$ cat config.mk
export PLATFORM = sky130hd
export DESIGN_NAME = port_chg_irq
export DESIGN_NICKNAME = d
export VERILOG_FILES = /design/src/rtl/port_chg_pkg.sv /design/src/rtl/pci_edge_det.sv /design/src/rtl/pci_mismatch.sv /design/src/rtl/pci_snapshot.sv /design/src/rtl/port_chg_irq.sv
export SDC_FILE = /design/constraint.sdc
export NUM_CORES = 1
export LEC_CHECK = 0
export ABC_AREA = 1
export BUFFER_PORTS_ARGS = -buffer_cell sky130_fd_sc_hd__buf_2
export CAP_MARGIN = 5
export CELL_PAD_IN_SITES_DETAIL_PLACEMENT = 0
export CELL_PAD_IN_SITES_GLOBAL_PLACEMENT = 1
export CORE_MARGIN = 8
export CORE_UTILIZATION = 39
export CTS_CLUSTER_DIAMETER = 200
export DETAILED_ROUTE_END_ITERATION = 10
export GPL_TIMING_DRIVEN = 0
export PLACE_DENSITY = 0.77
export SLEW_MARGIN = 20
export SYNTH_ARGS = -nofsm -noshare
export SYNTH_HDL_FRONTEND = slang
export SYNTH_SLANG_ARGS = --single-unit
$ cat constraint.sdc
create_clock -name clk_i -period 1.7 [get_ports clk_i]
set_input_delay 0.425 -clock clk_i [delete_from_list [all_inputs] [get_ports clk_i]]
set_output_delay 0.425 -clock clk_i [all_outputs]
set_load 0.005 [all_outputs]
$ cat src/rtl/port_chg_pkg.sv
package port_chg_pkg;
  typedef enum logic [1:0] {
    EDGE_RISE = 2'd0,
    EDGE_FALL = 2'd1,
    EDGE_BOTH = 2'd2
  } edge_sel_e;
endpackage

$ cat src/rtl/pci_edge_det.sv
module pci_edge_det #(
  parameter port_chg_pkg::edge_sel_e SEL = port_chg_pkg::EDGE_RISE
) (
  input  logic clk_i,
  input  logic rst_ni,
  input  logic stb_i,
  output logic hit_o
);
  logic prev_q;

  always_ff @(posedge clk_i or negedge rst_ni) begin
    if (!rst_ni) prev_q <= 1'b0;
    else         prev_q <= stb_i;
  end

  generate
    if (SEL == port_chg_pkg::EDGE_RISE) begin : g_rise
      assign hit_o = stb_i & ~prev_q;
    end else if (SEL == port_chg_pkg::EDGE_FALL) begin : g_fall
      assign hit_o = ~stb_i & prev_q;
    end else begin : g_both
      assign hit_o = stb_i ^ prev_q;
    end
  endgenerate
endmodule

$ cat src/rtl/pci_mismatch.sv
module pci_mismatch #(
  parameter int WIDTH = 24
) (
  input  logic [WIDTH-1:0] a_i,
  input  logic [WIDTH-1:0] b_i,
  output logic             any_o
);
  logic [WIDTH-1:0] diff;

  for (genvar i = 0; i < WIDTH; i++) begin : g_bit
    assign diff[i] = a_i[i] ^ b_i[i];
  end

  assign any_o = |diff;
endmodule

$ cat src/rtl/pci_snapshot.sv
module pci_snapshot #(
  parameter int WIDTH = 24
) (
  input  logic             clk_i,
  input  logic             rst_ni,
  input  logic             load_i,
  input  logic [WIDTH-1:0] pins_i,
  output logic [WIDTH-1:0] ref_o,
  output logic             blank_o
);
  logic [WIDTH-1:0] ref_q;
  logic             blank_q;

  // reset leaves blank set so the first edge captures the pins
  always_ff @(posedge clk_i or negedge rst_ni) begin
    if (!rst_ni) begin
      ref_q   <= '0;
      blank_q <= 1'b1;
    end else begin
      if (load_i || blank_q) ref_q <= pins_i;
      blank_q <= load_i;
    end
  end

  assign ref_o   = ref_q;
  assign blank_o = blank_q;
endmodule

$ cat src/rtl/port_chg_irq.sv
module port_chg_irq #(
  parameter int WIDTH       = 24,
  parameter bit WR_CLR_RISE = 1'b1
) (
  input  logic             clk_i,
  input  logic             rst_ni,
  input  logic [WIDTH-1:0] pins_i,
  input  logic             rd_stb_i,
  input  logic             wr_stb_i,
  output logic             irq_no
);
  import port_chg_pkg::*;

  localparam edge_sel_e WR_SEL = WR_CLR_RISE ? EDGE_BOTH : EDGE_FALL;

  logic             rd_hit, wr_hit, clr;
  logic [WIDTH-1:0] ref_w;
  logic             blank, mism;
  logic             act_q;

  pci_edge_det #(.SEL(EDGE_RISE)) u_rd_edge (
    .clk_i (clk_i),
    .rst_ni(rst_ni),
    .stb_i (rd_stb_i),
    .hit_o (rd_hit)
  );

  pci_edge_det #(.SEL(WR_SEL)) u_wr_edge (
    .clk_i (clk_i),
    .rst_ni(rst_ni),
    .stb_i (wr_stb_i),
    .hit_o (wr_hit)
  );

  assign clr = rd_hit | wr_hit;

  pci_snapshot #(.WIDTH(WIDTH)) u_snap (
    .clk_i  (clk_i),
    .rst_ni (rst_ni),
    .load_i (clr),
    .pins_i (pins_i),
    .ref_o  (ref_w),
    .blank_o(blank)
  );

  pci_mismatch #(.WIDTH(WIDTH)) u_cmp (
    .a_i  (pins_i),
    .b_i  (ref_w),
    .any_o(mism)
  );

  always_ff @(posedge clk_i or negedge rst_ni) begin
    if (!rst_ni) act_q <= 1'b0;
    else         act_q <= mism & ~clr & ~blank;
  end

  assign irq_no = ~act_q;
endmodule

==> metrics <==
status finished clean; Post-Syn Nets 255; Final min period approximately 1300 ps; wire per inst 9.74 um; layout cells sized above 1 0.212; post-cts repair resize count 0; io pins 29; DR vias/cell 4.22; Synth top area share 0.429; Num CTS Buffers 3; CTS clk-pin slew, worst paths ~100 ps; Longest Clk Path Bufs 2; Finish-stage setup viols 0; mapped cell area around 1600 sq um; H-tree Lvls 1; Pleak around 1.1 nW; beginning of the critical path u_wr_edge.prev_q$_DFF_PN0_; DRT antenna net count 0; Skew-Pair Late Insertion Delay 280 ps; nets 288; synthesized area per cell between 6 and 7 sq um; DRT iter0 DRCs 76; FF+latch count, synth 28; area grow syn2layout 16.3%; Max Slew Vio Count 0; CTS root buf clkbuf_8; worst hold-check path type input pin to async pin; Clock Sink Count 28; Starting Density 0.400; largest net degree at the start of global routing 29; final WL 3010 um; die area 6330 sq um; ANT cells 0; first-pass GRT wire length 5400 um; critical path capture point type flip-flop; Fin. Hold Viols 0; Critical Path AT 1460 ps; Detailed Routing Iterations Pass 1 4; post-route setup TNS 0 ps; final RePlAce weighted congestion 0.672; Worst setup SP type flip-flop; CTS tree done; RSZ-0062 raised after global routing no; Power Density 812 nW/um^2; Vias between 1,000 and 1,500; Max-Cap Viols 0; CP Data Required Time approximately 1900 ps; cts hold-fix bufs 0; worst-margin pin slew 629 ps; Die Y 79.6 um; initial antenna violation count 0; post-CTS setup buffer count 0; Final Cycle Share 0.755; Die W 79.6 um; DP HPWL 2260 um; total of fill cells in the finished design 419; FF-to-FF path depth 7; Cells after Synth 227; vias in the first global route 1,255; Post-Route Skew 1.40 ps; DRC viols 0; slew margin rel. 0.580; Ys Warns 0; Port Buffer Count 28; f_max 779 MHz; grt total ovfl 0; post-synthesis cell type count 16; synth top area cells dfrtp_1 (43%), nand2_1 (23%), inv_1 (12%), o21ai_2 (5.6%), nor2_1 (3.6%); hold_ws about 150 ps; num rows 23; leading area contributor after synthesis dfrtp_1; Setup CP Type flip-flop to flip-flop; GRT Total Usage 0.106; core outline area 3940 sq um; worst-path maximum fanout 10; FF-to-FF Start u_wr_edge.prev_q$_DFF_PN0_; Peak VDD IR between 0.0004 and 0.0005 V; sequential fraction of the synthesis area 0.445
[worst max-delay path: stages, from the launching register on]
cell and delay, ps:
dfrtp_1 390, or2_1 230, o211ai_2 80, nor2_2 70
buf_6 150, buf_6 160, nand2_2 60, o21ai_2 50
[placed cells by master, fill, tap and decap left out]
master,synthesis,layout
dfrtp_1,27,27
clkbuf_8,0,4
buf_6,3,3
xor2_1,2,2
o21ai_1,10,10
nor2_2,1,1
nand2_2,5,5
dfstp_2,1,1
o21ai_0,2,2
or2_1,1,1
nor2_1,15,15
o21ai_2,10,10
nand2_1,97,97
buf_2,2,30
inv_1,49,49
nand3_1,1,1
o211ai_2,1,1
[per-stage QoR]
stage               utilization  setup slack (ps)  instance area [sq um]  std cells  power (mW)
floorplan                     -               423                   1580        227       0.987
global placement          0.451               260                   1780        305        1.08
detailed placement        0.451               240                   1780        305        1.08
CTS                       0.465               406                   1830        309        1.51
global route              0.465               337                   1830        309        1.58
finish                    0.465               416                   1830        309        1.49
[report_power, final]
part | switching (mW) | total (mW) | internal [mW] | leakage [nW]
clock network | 0.216 | 0.424 | 0.208 | 0.0288
registers | 0.0454 | 0.777 | 0.732 | 0.332
logic | 0.166 | 0.288 | 0.122 | 0.720
[cells by family (layout without fill, tap and decap cells)]
kind of cell | after synthesis | in the layout | synth area share
and+or+nand+nor | 120 | 120 | 0.298
xor gates and xnor gates | 2 | 2 | 0.0111
AOI/OAI and AO/OA | 23 | 23 | 0.102
buffers and inverters | 54 | 86 | 0.144
DFF | 28 | 28 | 0.445
[per-layer routing]
metal / part of all wire / vias to the layer above / global-route usage
met5: 0 / - / 0
met4: 0.017 / 0 / 0.0444
met3: 0.045 / 5 / 0.0259
met2: 0.44 / 17 / 0.171
met1: 0.49 / 560 / 0.130
li1: - / 721 / -
[state kept, by name, summed over array words and instances, names as in the netlist]
| register | cells |
|---|---|
| u_snap.ref_o | 24 |
| u_wr_edge.prev_q | 1 |
| u_snap.blank_o | 1 |
| act_q | 1 |
| u_rd_edge.prev_q | 1 |
[layout make-up]
| cell class | instances | area [sq um] | area share |
|---|---|---|---|
| Clock buffer | 4 | 55.1 | 0.0300 |
| Tap cell | 50 | 62.6 | 0.0341 |
| Inverter | 49 | 184 | 0.100 |
| Multi-Input combinational cell | 145 | 647 | 0.353 |
| Sequential cell | 28 | 702 | 0.383 |
| Timing Repair Buffer | 28 | 140 | 0.0764 |
| Buffer | 5 | 43.8 | 0.0239 |
[worst paths after layout]
path,endpoint,slack [ps]
max,u_snap.ref_o[11]$_DFFE_PN0P_,420
min,u_snap.ref_o[5]$_DFFE_PN0P_,150
max reg2reg,u_snap.ref_o[11]$_DFFE_PN0P_,420
min reg2reg,u_snap.blank_o$_DFF_PN1_,460
max in group asynchronous,u_snap.ref_o[18]$_DFFE_PN0P_,1140
min in group clk_i,u_rd_edge.prev_q$_DFF_PN0_,260
[synth_stat cells]
library cell / number
buf_2: 2
buf_6: 3
dfrtp_1: 27
dfstp_2: 1
inv_1: 49
nand2_1: 97
nand2_2: 5
nand3_1: 1
nor2_1: 15
nor2_2: 1
o211ai_2: 1
o21ai_0: 2
o21ai_1: 10
o21ai_2: 10
or2_1: 1
xor2_1: 2
No activity file was read; power rests on OpenSTA's default activity.
